### src/rtl/baud_gen_pkg.sv
package baud_gen_pkg;

   typedef struct packed {
      logic dbl;
      logic fast;
      logic run;
   } bg_ctrl_t;

   localparam int unsigned BG_CTRL_W = $bits(bg_ctrl_t);

endpackage

### src/rtl/bg_prescale.sv
module bg_prescale #(
   parameter int unsigned PRE_DIV = 6
) (
   input  logic clk,
   input  logic rst_n,
   input  logic run,
   input  logic fast,
   output logic adv
);

   logic slow_wrap;

   generate
      if (PRE_DIV == 1) begin : g_nodiv
         assign slow_wrap = 1'b1;
      end else begin : g_div
         localparam int unsigned PW = $clog2(PRE_DIV);
         localparam logic [PW-1:0] LAST = PW'(PRE_DIV - 1);
         logic [PW-1:0] phase;

         always_ff @(posedge clk or negedge rst_n) begin
            if (!rst_n)              phase <= '0;
            else if (!run)           phase <= '0;
            else if (phase == LAST)  phase <= '0;
            else                     phase <= phase + 1'b1;
         end

         assign slow_wrap = (phase == LAST);

         // in divided mode two advances are never adjacent
         p_slow_gap_r4: assert property (@(posedge clk) disable iff (!rst_n)
            (run && !fast && adv) |=> (!adv || fast));
         // a stopped prescaler restarts from phase zero
         p_phase_hold_r2: assert property (@(posedge clk) disable iff (!rst_n)
            !run |=> (phase == '0));
      end
   endgenerate

   assign adv = run & (fast | slow_wrap);

endmodule

### src/rtl/bg_reload_cnt.sv
module bg_reload_cnt #(
   parameter int unsigned CNT_W = 8
) (
   input  logic             clk,
   input  logic             rst_n,
   input  logic             run,
   input  logic             adv,
   input  logic [CNT_W-1:0] reload,
   output logic             wrap
);

   localparam logic [CNT_W-1:0] TOP = '1;

   logic [CNT_W-1:0] cnt;

   assign wrap = adv & (cnt == TOP);

   always_ff @(posedge clk or negedge rst_n) begin
      if (!rst_n)       cnt <= '0;
      else if (!run)    cnt <= '0;
      else if (wrap)    cnt <= reload;
      else if (adv)     cnt <= cnt + 1'b1;
   end

   // the value present at the wrap is what the counter restarts from
   p_reload_r5: assert property (@(posedge clk) disable iff (!rst_n)
      wrap |=> (cnt == $past(reload)));
   // counter frozen at zero while stopped
   p_hold_r2: assert property (@(posedge clk) disable iff (!rst_n)
      !run |=> (cnt == '0));

endmodule

### src/rtl/bg_out_stage.sv
module bg_out_stage (
   input  logic clk,
   input  logic rst_n,
   input  logic run,
   input  logic dbl,
   input  logic wrap,
   output logic sync_tick,
   output logic serial_tick
);

   logic half;

   always_ff @(posedge clk or negedge rst_n) begin
      if (!rst_n)       half <= 1'b0;
      else if (!run)    half <= 1'b0;
      else if (wrap)    half <= ~half;
   end

   always_ff @(posedge clk or negedge rst_n) begin
      if (!rst_n) begin
         sync_tick   <= 1'b0;
         serial_tick <= 1'b0;
      end else begin
         sync_tick   <= wrap;
         serial_tick <= wrap & (dbl | half);
      end
   end

   // the serial tap never fires without the synchronous tap
   p_serial_sub_r6: assert property (@(posedge clk) disable iff (!rst_n)
      serial_tick |-> sync_tick);
   // doubling passes every overflow through
   p_dbl_pass_r7: assert property (@(posedge clk) disable iff (!rst_n)
      ($past(dbl) && sync_tick) |-> serial_tick);
   // halving stage cleared when stopped
   p_half_clr_r9: assert property (@(posedge clk) disable iff (!rst_n)
      !run |=> !half);

endmodule

### src/rtl/baud_tick_gen.sv
module baud_tick_gen
   import baud_gen_pkg::*;
#(
   parameter int unsigned CNT_W   = 8,
   parameter int unsigned PRE_DIV = 6
) (
   input  logic                 clk,
   input  logic                 rst_n,
   input  logic                 ctrl_wr,
   input  logic [BG_CTRL_W-1:0] ctrl_wdata,
   input  logic                 reload_wr,
   input  logic [CNT_W-1:0]     reload_wdata,
   output logic                 sync_tick,
   output logic                 serial_tick
);

   generate
      if (CNT_W < 2 || CNT_W > 32) begin : g_bad_width
         $error("baud_tick_gen: CNT_W must lie in 2..32");
      end
      if (PRE_DIV < 1 || PRE_DIV > 65536) begin : g_bad_div
         $error("baud_tick_gen: PRE_DIV must lie in 1..65536");
      end
   endgenerate

   bg_ctrl_t         ctrl_q;
   logic [CNT_W-1:0] reload_q;
   logic             adv;
   logic             wrap;

   always_ff @(posedge clk or negedge rst_n) begin
      if (!rst_n)       ctrl_q <= '0;
      else if (ctrl_wr) ctrl_q <= bg_ctrl_t'(ctrl_wdata);
   end

   always_ff @(posedge clk or negedge rst_n) begin
      if (!rst_n)         reload_q <= '0;
      else if (reload_wr) reload_q <= reload_wdata;
   end

   bg_prescale #(.PRE_DIV(PRE_DIV)) u_pre (
      .clk   (clk),
      .rst_n (rst_n),
      .run   (ctrl_q.run),
      .fast  (ctrl_q.fast),
      .adv   (adv)
   );

   bg_reload_cnt #(.CNT_W(CNT_W)) u_cnt (
      .clk    (clk),
      .rst_n  (rst_n),
      .run    (ctrl_q.run),
      .adv    (adv),
      .reload (reload_q),
      .wrap   (wrap)
   );

   bg_out_stage u_out (
      .clk         (clk),
      .rst_n       (rst_n),
      .run         (ctrl_q.run),
      .dbl         (ctrl_q.dbl),
      .wrap        (wrap),
      .sync_tick   (sync_tick),
      .serial_tick (serial_tick)
   );

   // no tap activity one cycle after the block is stopped
   p_idle_r2: assert property (@(posedge clk) disable iff (!rst_n)
      (!ctrl_q.run && !$past(ctrl_q.run)) |-> (!sync_tick && !serial_tick));

endmodule

### config.mk
export PLATFORM = sky130hd
export DESIGN_NAME = baud_tick_gen
export DESIGN_NICKNAME = d
export VERILOG_FILES = /design/src/rtl/baud_gen_pkg.sv /design/src/rtl/bg_prescale.sv /design/src/rtl/bg_reload_cnt.sv /design/src/rtl/bg_out_stage.sv /design/src/rtl/baud_tick_gen.sv
export SDC_FILE = /design/constraint.sdc
export NUM_CORES = 1
export LEC_CHECK = 0
export ABC_AREA = 0
export BUFFER_PORTS_ARGS = -buffer_cell sky130_fd_sc_hd__buf_2
export CORE_MARGIN = 5
export CORE_UTILIZATION = 35
export CTS_CLUSTER_SIZE = 30
export DETAILED_ROUTE_END_ITERATION = 12
export GPL_ROUTABILITY_DRIVEN = 0
export PLACE_DENSITY = 0.65
export SLEW_MARGIN = 20
export SYNTH_ARGS = -nofsm -noshare
export SYNTH_HDL_FRONTEND = slang
export SYNTH_SLANG_ARGS = --single-unit
export TNS_END_PERCENT = 20
### constraint.sdc
create_clock -name clk -period 2.1 [get_ports clk]
set_clock_uncertainty 0.2 [all_clocks]
set_input_delay 0.42 -clock clk [delete_from_list [all_inputs] [get_ports clk]]
set_output_delay 0.42 -clock clk [all_outputs]
set_load 0.01 [all_outputs]
After elaboration in Yosys (flattened, before gate mapping). Cells that the tools add are included.

Register bits: 25. Bits of input ports: 15. Output and inout bits: 2. Logic and storage cells: 28.

Multiplexer cells: 7. Bitwise operators: 6. Equal/unequal tests: 4. Add/subtract/negate cells: 2.

Operators with widths (count): 8-bit 2-to-1 mux (3); 8-bit by 1-bit adder with 8-bit output, second input constant (1); 8-bit == test, second input constant (1); 3-bit 2-to-1 mux (2); 3-bit by 1-bit adder with 3-bit output, second input constant (1); 1-bit AND (3); 3-bit == test, second input constant (1); 3-bit by 1-bit inequality test with 1-bit output, second input constant (1); 1-bit 2-to-1 mux (2); 2-bit by 1-bit inequality test with 1-bit output, second input constant (1); 1-bit OR (2); 1-bit inverter (1).

Depth between registers and ports, before layout. Gate-level depths: netlist (run 1).

Word-level depth: 6. Gate-level depth with buffers: 5. Gate-level depth less buffers: 5.

Hierarchy. Synthesis (run 1) repeated with hierarchy kept, for this count alone.

Cells, all modules: 97. Area total of the unflattened synthesis: 1168.6 um^2.

By module, submodules not included: bg_reload_cnt (instances 1, cells an instance 55, seq. area each 200.2 um^2, area each 493.0 um^2); baud_tick_gen (instances 1, cells an instance 23, seq. area each 275.3 um^2, area each 440.4 um^2); bg_prescale (instances 1, cells an instance 13, seq. area each 75.1 um^2, area each 137.6 um^2); bg_out_stage (instances 1, cells an instance 6, seq. area each 75.1 um^2, area each 97.6 um^2).

Worst setup path before layout (run 1). OpenSTA, ideal clock, no wires.

Kind: flip-flop to flip-flop. Start point: reg u_cnt.cnt[0]. End point: reg u_out.serial_tick. Stages on the path, launching flop included: 6. Setup time: 65 ps. Required time: 1835 ps. Period minus slack after synthesis: 1684 ps. Slack: 416 ps. Arrival: 1420 ps. Path buffers: 0. Cell sequence: dfrtp_1 ha_1 nand4_1 or2_2 nor3_1 o21a_1.

Word-level cells in the longest chain between the ends: 3.

RTL lines: from (decl) (line bg_reload_cnt.sv:14) `logic [CNT_W-1:0] cnt;`; from (signal assigned) (line bg_reload_cnt.sv:21) `else if (wrap) cnt <= reload;`; from (signal assigned) (line bg_reload_cnt.sv:22) `else if (adv) cnt <= cnt + 1'b1;`; 8-bit == test (line bg_reload_cnt.sv:16) `assign wrap = adv & (cnt == TOP);`; 1-bit AND (line bg_reload_cnt.sv:16); net u_cnt.wrap (line bg_reload_cnt.sv:9) `output logic wrap`; 1-bit AND (line bg_out_stage.sv:25) `serial_tick <= wrap & (dbl | half);`; to (signal assigned) (line bg_out_stage.sv:25); to (decl) (line bg_out_stage.sv:8) `output logic serial_tick`.

The timed path passes the listed nets, and every way through them passes these cells. A chain may end at the register's enable or synchronous reset.

Worst setup path in the final report (run 1). Ends and elaborated chain as after synthesis.

==> flow_results.org, run 1 <==
** Clock network
- Setup bufs post-CTS :: 0
- CTS Buffer Depth :: 2
- Inserted Clock Buffers :: 3
- Clock insertion delay at the later pin of the skew report :: 0.31 ns
- Sink count of the clock tree :: 25
- Clock transition at the registers of the reported paths :: 0.13 ns
- TritonCTS built the clock tree.
- The tree is rooted in a clkbuf_4.
- H-tree depth :: 1

** Floorplanning
- In this run the core area contains 20 standard-cell rows.
- For this configuration, the core starts out at a cell density of 0.363.
- The die covers 4390 um^2.
- 17 I/O pins were placed.
- The die is 66.2 um wide.
- The floorplan step set the die height to 66.2 um.
- The floorplan step defined a core boundary enclosing 3050 um^2.

** Power
- For this design the static power due to leakage is 0.542 nW.
- Maximum resistive drop on vdd :: 0.180 mV
- Power per cell area :: 659 nW/um^2

** Synthesis
- The most used flip-flop cell after synthesis is dfrtp_1.
- Mapped Avg Cell Area :: 11.2 um^2
- Synth Cell Area :: 1110 um^2
- Synthesis inferred 25 register bits.
- Counting instances in the post-synthesis netlist gives the leading cell types as 25 x dfrtp_1, 11 x mux2_2, 9 x nand2_1.
- For this run, the number of Yosys warnings is 0.
- Count of cell types in the netlist :: 29
- Ranked by total cell area, the synthesized netlist is headed by dfrtp_1 56%, mux2_2 11%, a21oi_1 3.6%.
- Post-Synthesis Net Count :: 115
- Most common cell in the synthesized netlist :: dfrtp_1
- Async SR Flop Fraction :: 1.00
- Of the synthesized area, sequential elements account for 0.565.
- Number of enable-type register cells in the synthesized netlist :: 0
- Number of instances in the synthesized netlist :: 99
- Of the post-synthesis cell area, the dominant cell type holds 0.565.
- Post-synth top area cell :: dfrtp_1

** Setup path
- In this run the worst path has a maximum fanout of 7.
- The critical path in this run is classified as reg -> reg.
- At the worst endpoint, the arrival time is 1.99 ns.
- Startpoint types :: register
- Required time at the endpoint of the critical path :: 2.16 ns
- The worst setup path is captured at a register.

** Final layout
- FF+latch area :: 626 um^2
- Total Nets Final :: 135
- After routing the design area is 1270 um^2.
- Utilization after layout :: 0.416
- Number of diodes :: 0
- Area Growth Syn to Fin :: 14.8%
- In the final layout, the multi-input gates occupy 469 um^2.
- The filler cells instantiated in the layout total 315.
- In the final layout, the share of cells above drive strength 1 is 0.280.

** Placed design
- Cell Area, Placed :: 1230 um^2
- Number of input and output port buffers inserted :: 16
- DP Wirelength :: 1640 um

** STA
- The worst pin sits at a relative slew slack of 0.631.
- For the final routed database, the setup TNS stands at 0 ns.
- The smallest clock period supported by the final layout is computed as 1.93 ns.
- Total of endpoints with negative setup slack in the final report :: 0
- RSZ-0062 raised after global routing :: false
- The final count of hold timing violations was 0.
- Final hold analysis gives a worst-case slack of 0.112 ns.
- Maximum clock frequency :: 518 MHz
- Fin crit share :: 0.919
- The final number of max-transition violations is 0.
- Worst Max-Slew Pin Slew :: 0.554 ns

** GRT
- Number of antenna violations at the first check in global routing :: 0
- The via count of the first global-routing pass came to 871.
- met2 is the most crowded layer.
- The first global-routing pass estimated 3880 um of wire.
- After global routing the overflow that remains totals 0.
- All-Layer GR Usage :: 0.114
- In the global route stage, met1 resource usage came out at 0.144.
- For this run, global-route usage on met2 was measured as 0.193.
- Met3 track demand over resource in global routing :: 0.0221
- Entering global routing, the biggest net connects 26 pins.

** Route
- Using the TritonRoute via totals, the vias-per-cell ratio works out to 5.24.
- After detailed routing, the total wire length is 2180 um.
- The detailed router placed 849 vias in this run.
- The first routing iteration left 33 violations.
- Remaining design rule violation count :: 0
- Routed length per instance :: 13.5 um
- Antenna Nets Post-Route :: 0
- Before antenna repair, the detailed router went through 5 iterations.

** Outcome
- The run finished with clean final reports.

** Job
- The tool flagged a number of max-cap violations equal to 0.

** Min path
- The path class of the tightest hold or removal check is in -> reg.
[critical path, cell delays in order, from the launching register on]
cell and delay, ns:
dfrtp_1 0.43, ha_1 0.30, nand4_1 0.17, or2_2 0.35
nor3_1 0.26, o21a_1 0.16
[report_power, final]
group	total [W]	switching, W	internal, W
combinational	0.0000894	0.0000452	0.0000442
clock	0.000209	0.000138	0.0000711
sequential	0.000539	0.0000268	0.000512
[logic make-up (layout without fill, tap and decap cells)]
group	after synthesis	after routing	synth area share
and+or+nand+nor	32	32	0.148
AOI/OAI and AO/OA	26	26	0.144
DFF	25	25	0.565
muxes	12	12	0.121
buffers and inverters	3	22	0.0113
adders and majority gates	1	1	0.0113
[final timing paths]
path / end / startpoint / cells past startpoint / slack [ns]
max: u_out.serial_tick$_DFF_PN0_ / u_cnt.cnt[0]$_DFFE_PN0P_ / 5 / 0.17
min: ctrl_q[0]$_DFFE_PN0P_ / ctrl_wdata[0] / 3 / 0.11
max reg2reg: u_out.serial_tick$_DFF_PN0_ / u_cnt.cnt[0]$_DFFE_PN0P_ / 5 / 0.17
min reg2reg: u_out.serial_tick$_DFF_PN0_ / ctrl_q[2]$_DFFE_PN0P_ / 1 / 0.30
max in group asynchronous: ctrl_q[0]$_DFFE_PN0P_ / rst_n / 2 / 0.92
min in group asynchronous: reload_q[7]$_DFFE_PN0P_ / rst_n / 2 / 0.42
[cells in the final DEF (no fill, tap or decap)]
cell,Yosys,routed
ha_1,1,1
o31ai_1,1,1
o21a_1,2,2
nor3b_1,1,1
and4_1,1,1
a21o_1,1,1
nor2_1,6,6
dlygate4sd3_1,0,1
o21ai_0,5,5
a41oi_1,1,1
nor3_1,4,4
buf_2,1,16
clkbuf_4,0,3
mux2i_1,1,1
dfrtp_1,25,25
a211oi_1,2,2
mux2_2,11,11
or4_1,1,1
clkinv_2,0,1
and3b_1,1,1
nand2_1,9,9
nand2b_1,2,2
a21oi_1,8,8
clkinv_1,1,1
a21boi_0,2,2
or2_2,2,2
nand3_1,2,2
o22ai_1,1,1
a31oi_1,3,3
nand3b_1,1,1
nand4_1,2,2
[layer usage]
| metal | part of all wire | vias to the layer above |
|---|---|---|
| li1 | - | 401 |
| met5 | 0 | - |
| met2 | 0.51 | 19 |
| met4 | 0.0069 | 0 |
| met1 | 0.44 | 427 |
| met3 | 0.039 | 2 |
[stage by stage]
stage	setup WS [ns]	std cells	total power, W
detailed placement	0.190	157	0.000638
floorplan	0.416	99	0.000598
global route	0.00626	162	0.000895
global placement	0.292	157	0.000632
CTS	0.165	162	0.000852
finish	0.170	162	0.000838
[repair_timing]
action / 4_1_cts / 5_1_grt
resized for setup: 0 / 0
hold buffers: 1 / 0
endpoints found under the hold margin: 25 / 0
endpoints found under the setup margin: 0 / 0
[cell type report]
class                      instances  area share
sequential                        25       0.492
multi-input combinational         71       0.369
inverter                           1     0.00295
tap                               44      0.0433
timing repair buffer              17      0.0709
clock buffer                       3      0.0177
clock inverter                     1     0.00394
[state kept, by name (all words and copies together), names as in the netlist]
name,count
u_cnt.cnt,8
reload_q,8
u_out.sync_tick,1
u_out.half,1
u_out.serial_tick,1
u_pre.g_div.phase,3
ctrl_q,3
Power figures use the tool's default switching activity.
==> inputs of run 2 (changes only) <==
--- a/config.mk
+++ b/config.mk
@@ -5,14 +5,14 @@
 export SDC_FILE = /design/constraint.sdc
 export NUM_CORES = 1
 export LEC_CHECK = 0
-export ABC_AREA = 0
+export ABC_AREA = 1
 export BUFFER_PORTS_ARGS = -buffer_cell sky130_fd_sc_hd__buf_2
 export CORE_MARGIN = 5
 export CORE_UTILIZATION = 35
 export CTS_CLUSTER_SIZE = 30
 export DETAILED_ROUTE_END_ITERATION = 12
 export GPL_ROUTABILITY_DRIVEN = 0
-export PLACE_DENSITY = 0.65
+export PLACE_DENSITY = 0.64
 export SLEW_MARGIN = 20
 export SYNTH_ARGS = -nofsm -noshare
 export SYNTH_HDL_FRONTEND = slang
==> run 2 against run 1 <==
Compared with the run above:
- clock-buffer cell count up 1
- critical path depth up 3
- global-route usage down 0.27 points
- largest cell class unchanged
- utilization down 0.28 points
- wire length up 2.3%
- maximum frequency up 18%
==> flow_results.org, run 2 <==
** Route
- The via count of the routed design came to 964 (was 849).
- Vias per Instance :: 4.75 (was 5.24)
- The remaining routing DRC violations came to 0 (unchanged).
- DR iter-0 viols :: 18 (was 33)
- The routed wirelength normalized by instance count is 11.0 um (was 13.5 um).
- Initial DRT Pass Iterations :: 4 (was 5)
- The remaining antenna violation count after routing is 0 (unchanged).
- The routed wire length is 2230 um (was 2180 um).

** Floorplanning
- The area of the die was 4740 um^2 (was 4390 um^2).
- Floorplan Core Area :: 3340 um^2 (was 3050 um^2)
- The initial core utilization came to 0.363 (about the same).
- Std cell rows :: 21 (was 20)
- The y dimension of the die came to 68.8 um (was 66.2 um).
- The number of top-level pins came to 17 (unchanged).
- The die outline width was 68.8 um (was 66.2 um).

** Synthesis
- Number of instances in the synthesized netlist :: 137 (was 99)
- Commonest cells in the netlist: 41 x nand2_1, 25 x dfrtp_1, 15 x nand3_1 (was 25 x dfrtp_1, 11 x mux2_2, 9 x nand2_1).
- The combined area of all synthesized cells was 1210 um^2 (was 1110 um^2).
- Warnings, synthesis :: 0 (unchanged)
- Number of enable-type register cells in the synthesized netlist :: 0 (unchanged)
- Count of cell types in the netlist :: 21 (was 29)
- Post-synth top area cell :: dfrtp_1 (unchanged)
- The area share of the largest cell type after synthesis was 0.517 (was 0.565).
- The dominant cell by count in the synthesized netlist is nand2_1 (was dfrtp_1).
- #FFs+latches synth :: 25 (unchanged)
- Most used DFF post-synth :: dfrtp_1 (unchanged)
- Post-Synthesis Net Count :: 153 (was 115)
- Async SR Flop Fraction :: 1.00 (unchanged)
- Fraction of the yosys area taken by sequential cells :: 0.517 (was 0.565)
- The average cell area after synthesis was 8.84 um^2 (was 11.2 um^2).
- Top cells by area, synth: dfrtp_1 52%, nand2_1 13%, mux2_2 6.5% (was dfrtp_1 56%, mux2_2 11%, a21oi_1 3.6%).

** Power
- The proportion of power drawn by flip-flops and latches came to 0.637 (was 0.643).
- Net switching power of the design :: 0.000212 W (was 0.000210 W)
- Maximum resistive drop on vdd :: 0.400 mV (was 0.180 mV)
- The overall power after layout is 0.000835 W (was 0.000838 W).
- The portion of total power attributed to combinational logic is 0.105 (was 0.107).
- The power per cell area came to 605 nW/um^2 (was 659 nW/um^2).
- Fraction of power spent switching nets :: 0.254 (was 0.251)
- Clock network fraction of total power :: 0.258 (was 0.250)
- Cell-internal power :: 0.000624 W (was 0.000627 W)
- The static leakage was 0.680 nW (was 0.542 nW).

** Placed design
- The final HPWL from detailed placement was 1720 um (was 1640 um).
- Number of input and output port buffers inserted :: 16 (unchanged)
- Total instance count after detailed placement :: 198 (was 157)
- Worst slack, placed :: 0.503 ns (was 0.190 ns)

** Final layout
- The number of antenna diodes came to 0 (unchanged).
- Number of fill cells in the layout :: 332 (was 315)
- The number of nets in the finished design was 174 (was 135).
- Largest registers ranked by flip-flop count :: reload_q: 8 flops, u_cnt.cnt: 8 flops (unchanged)
- Commonest cells after routing, fill and taps aside :: 41 x nand2_1, 25 x dfrtp_1, 16 x buf_2, 15 x nand3_1, 12 x inv_1 (was 25 x dfrtp_1, 16 x buf_2, 11 x mux2_2, 9 x nand2_1, 8 x a21oi_1)
- Leading cell type in the layout, fill and taps excluded :: nand2_1 (was dfrtp_1)
- Number of standard cells in the final layout excluding fillers :: 203 (was 162)
- The end-of-flow core utilization was 0.414 (was 0.416).
- Area Growth Syn to Fin :: 13.9% (was 14.8%)
- Fraction of layout instances using a drive strength above 1 :: 0.223 (was 0.280)

** Clock network
- TritonCTS clock tree :: done (unchanged)
- The number of buffers inserted during clock tree synthesis is 3 (unchanged).
- The clock latency at the later pin of the worst-skew pair is 0.31 ns (about the same).
- The library cell used as clock root buffer is clkbuf_4 (unchanged).
- The total number of clock tree sinks was 25 (unchanged).
- The H-tree depth came to 1 (unchanged).
- The clock transition at the registers of the reported paths was 0.13 ns (about the same).
- The maximum buffer depth of the clock tree came to 2 (unchanged).

** STA
- The fraction of the cycle the final worst path needs was 0.779 (was 0.919).
- TNS Setup :: 0 ns (unchanged)
- RSZ-0062 raised after global routing :: false (unchanged)
- Worst Max-Slew Pin Slew :: 0.574 ns (was 0.554 ns)
- The headroom to the max-slew limit is 0.618 (was 0.631).
- The highest achievable clock rate came to 611 MHz (was 518 MHz).
- The post-layout minimum cycle time was 1.64 ns (was 1.93 ns).
- Final WS setup :: 0.463 ns (was 0.170 ns)
- Total of endpoints with negative setup slack in the final report :: 0 (unchanged)
- Pins Over Slew Limit :: 0 (unchanged)
- The final count of hold timing violations came to 0 (unchanged).

** Setup path
- Startpoint types :: register (unchanged)
- Cell count of the worst reg-to-reg path :: 8 (was 5)
- The capture point of the worst reg-to-reg path is u_cnt.cnt[7]$_DFFE_PN0P_ (was u_out.serial_tick$_DFF_PN0_).
- Critical path capture point type :: register (unchanged)
- Required time at the endpoint of the critical path :: 2.13 ns (was 2.16 ns)
- Max Fanout on Critical Path :: 8 (was 7)
- Register-to-register path setup slack :: 0.46 ns (was 0.17 ns)
- The data arrival time of the critical path is 1.66 ns (was 1.99 ns).
- Critical register-to-register path startpoint :: u_cnt.cnt[0]$_DFFE_PN0P_ (unchanged)
- Start-to-end type of the worst setup path :: reg -> reg (unchanged)

** Outcome
- Status: complete, no violations (unchanged).

** Min path
- The hold path depth is 3 (unchanged).
- The start point of the worst min-delay path is ctrl_wdata[1] (was ctrl_wdata[0]).
- The worst min-delay path endpoint is ctrl_q[1]$_DFFE_PN0P_ (was ctrl_q[0]$_DFFE_PN0P_).
- Worst hold-check path type :: in -> reg (unchanged)

** GRT
- Global-route wire length before repair :: 3950 um (was 3880 um)
- All-Layer GR Usage :: 0.111 (was 0.114)
- Number of global-route vias before repair :: 929 (was 871)
- Residual overflow from global routing :: 0 (unchanged)
- Maximum number of pins on one net before global-route repair :: 26 (unchanged)
- Number of antenna violations at the first check in global routing :: 0 (unchanged)

** Job
- The number of max-cap violations was 0 (unchanged).
==> run 2: area by class of cell <==
| type | count | area (um^2) | area share |
|---|---|---|---|
| multi-input combinational | 98 | 532 | 0.385 |
| sequential | 25 | 626 | 0.453 |
| tap | 46 | 57.6 | 0.0417 |
| timing repair buffer | 17 | 90.1 | 0.0653 |
| clock buffer | 4 | 26.3 | 0.0190 |
| inverter | 13 | 48.8 | 0.0354 |
==> run 2: how the worst max path moves through the flow <==
stage                                  start                  endpoint  slack [ns]  cells past startpoint
global route        u_cnt.cnt[0]$_DFFE_PN0P_  u_cnt.cnt[7]$_DFFE_PN0P_        0.37                      8
CTS                 u_cnt.cnt[0]$_DFFE_PN0P_  u_cnt.cnt[7]$_DFFE_PN0P_        0.48                      8
finish              u_cnt.cnt[0]$_DFFE_PN0P_  u_cnt.cnt[7]$_DFFE_PN0P_        0.46                      8
global placement    u_cnt.cnt[0]$_DFFE_PN0P_  u_cnt.cnt[7]$_DFFE_PN0P_        0.58                      8
detailed placement  u_cnt.cnt[0]$_DFFE_PN0P_  u_cnt.cnt[7]$_DFFE_PN0P_        0.50                      8
floorplan           u_cnt.cnt[0]$_DFFE_PN0P_  u_cnt.cnt[7]$_DFFE_PN0P_        0.63                      8
==> run 2: power groups by stage <==
stage	Sequential [W]	Combinational, W	Clock (W)
after floorplan	0.000535	0.0000555	0
after global placement	0.000540	0.0000851	0
after detailed placement	0.000542	0.0000883	0
after CTS	0.000532	0.0000901	0.000222
after global routing	0.000537	0.000102	0.000240
final	0.000532	0.0000879	0.000216
==> run 2: cell families (layout without fill, tap and decap cells) <==
| kind of cell | Yosys count | count (layout) | share of synthesized area |
|---|---|---|---|
| XOR/XNOR | 3 | 3 | 0.0217 |
| multiplexers | 7 | 7 | 0.0651 |
| buffers and inverters | 14 | 34 | 0.0444 |
| AO/OA/AOI/OAI | 13 | 13 | 0.0589 |
| flip-flops | 25 | 25 | 0.517 |
| AND/OR/NAND/NOR | 74 | 74 | 0.283 |
| adder cells (fa/ha/maj) | 1 | 1 | 0.0103 |
==> run 2: per-layer routing <==
layer,track usage,part of all wire,up-vias
met5,0,0,-
met3,0.0227,0.042,6
met1,0.126,0.44,459
li1,-,-,476
met2,0.195,0.49,23
met4,0.0584,0.022,0
==> run 2: critical path, stage by stage, from the launching register on <==
cell and delay [ns]:
dfrtp_1 0.43, ha_1 0.24, inv_1 0.09, nor2_4 0.18, nand2_4 0.12, nor2_1 0.13
nor2_1 0.05, nand2_1 0.07, nand2_1 0.04
==> run 2: repair_timing <==
item	CTS	global route
gates resized for setup	0	0
buffers inserted	0	0
hold endpoints to repair	25	0
hold buffers	1	0
==> run 2: through the flow <==
step | area, um^2 | hold slack, ns
finish | 1380 | 0.0996
global route | 1380 | 0.101
CTS | 1380 | 0.0954
detailed placement | 1340 | 0.252
global placement | 1340 | 0.233
floorplan | 1210 | -0.0756
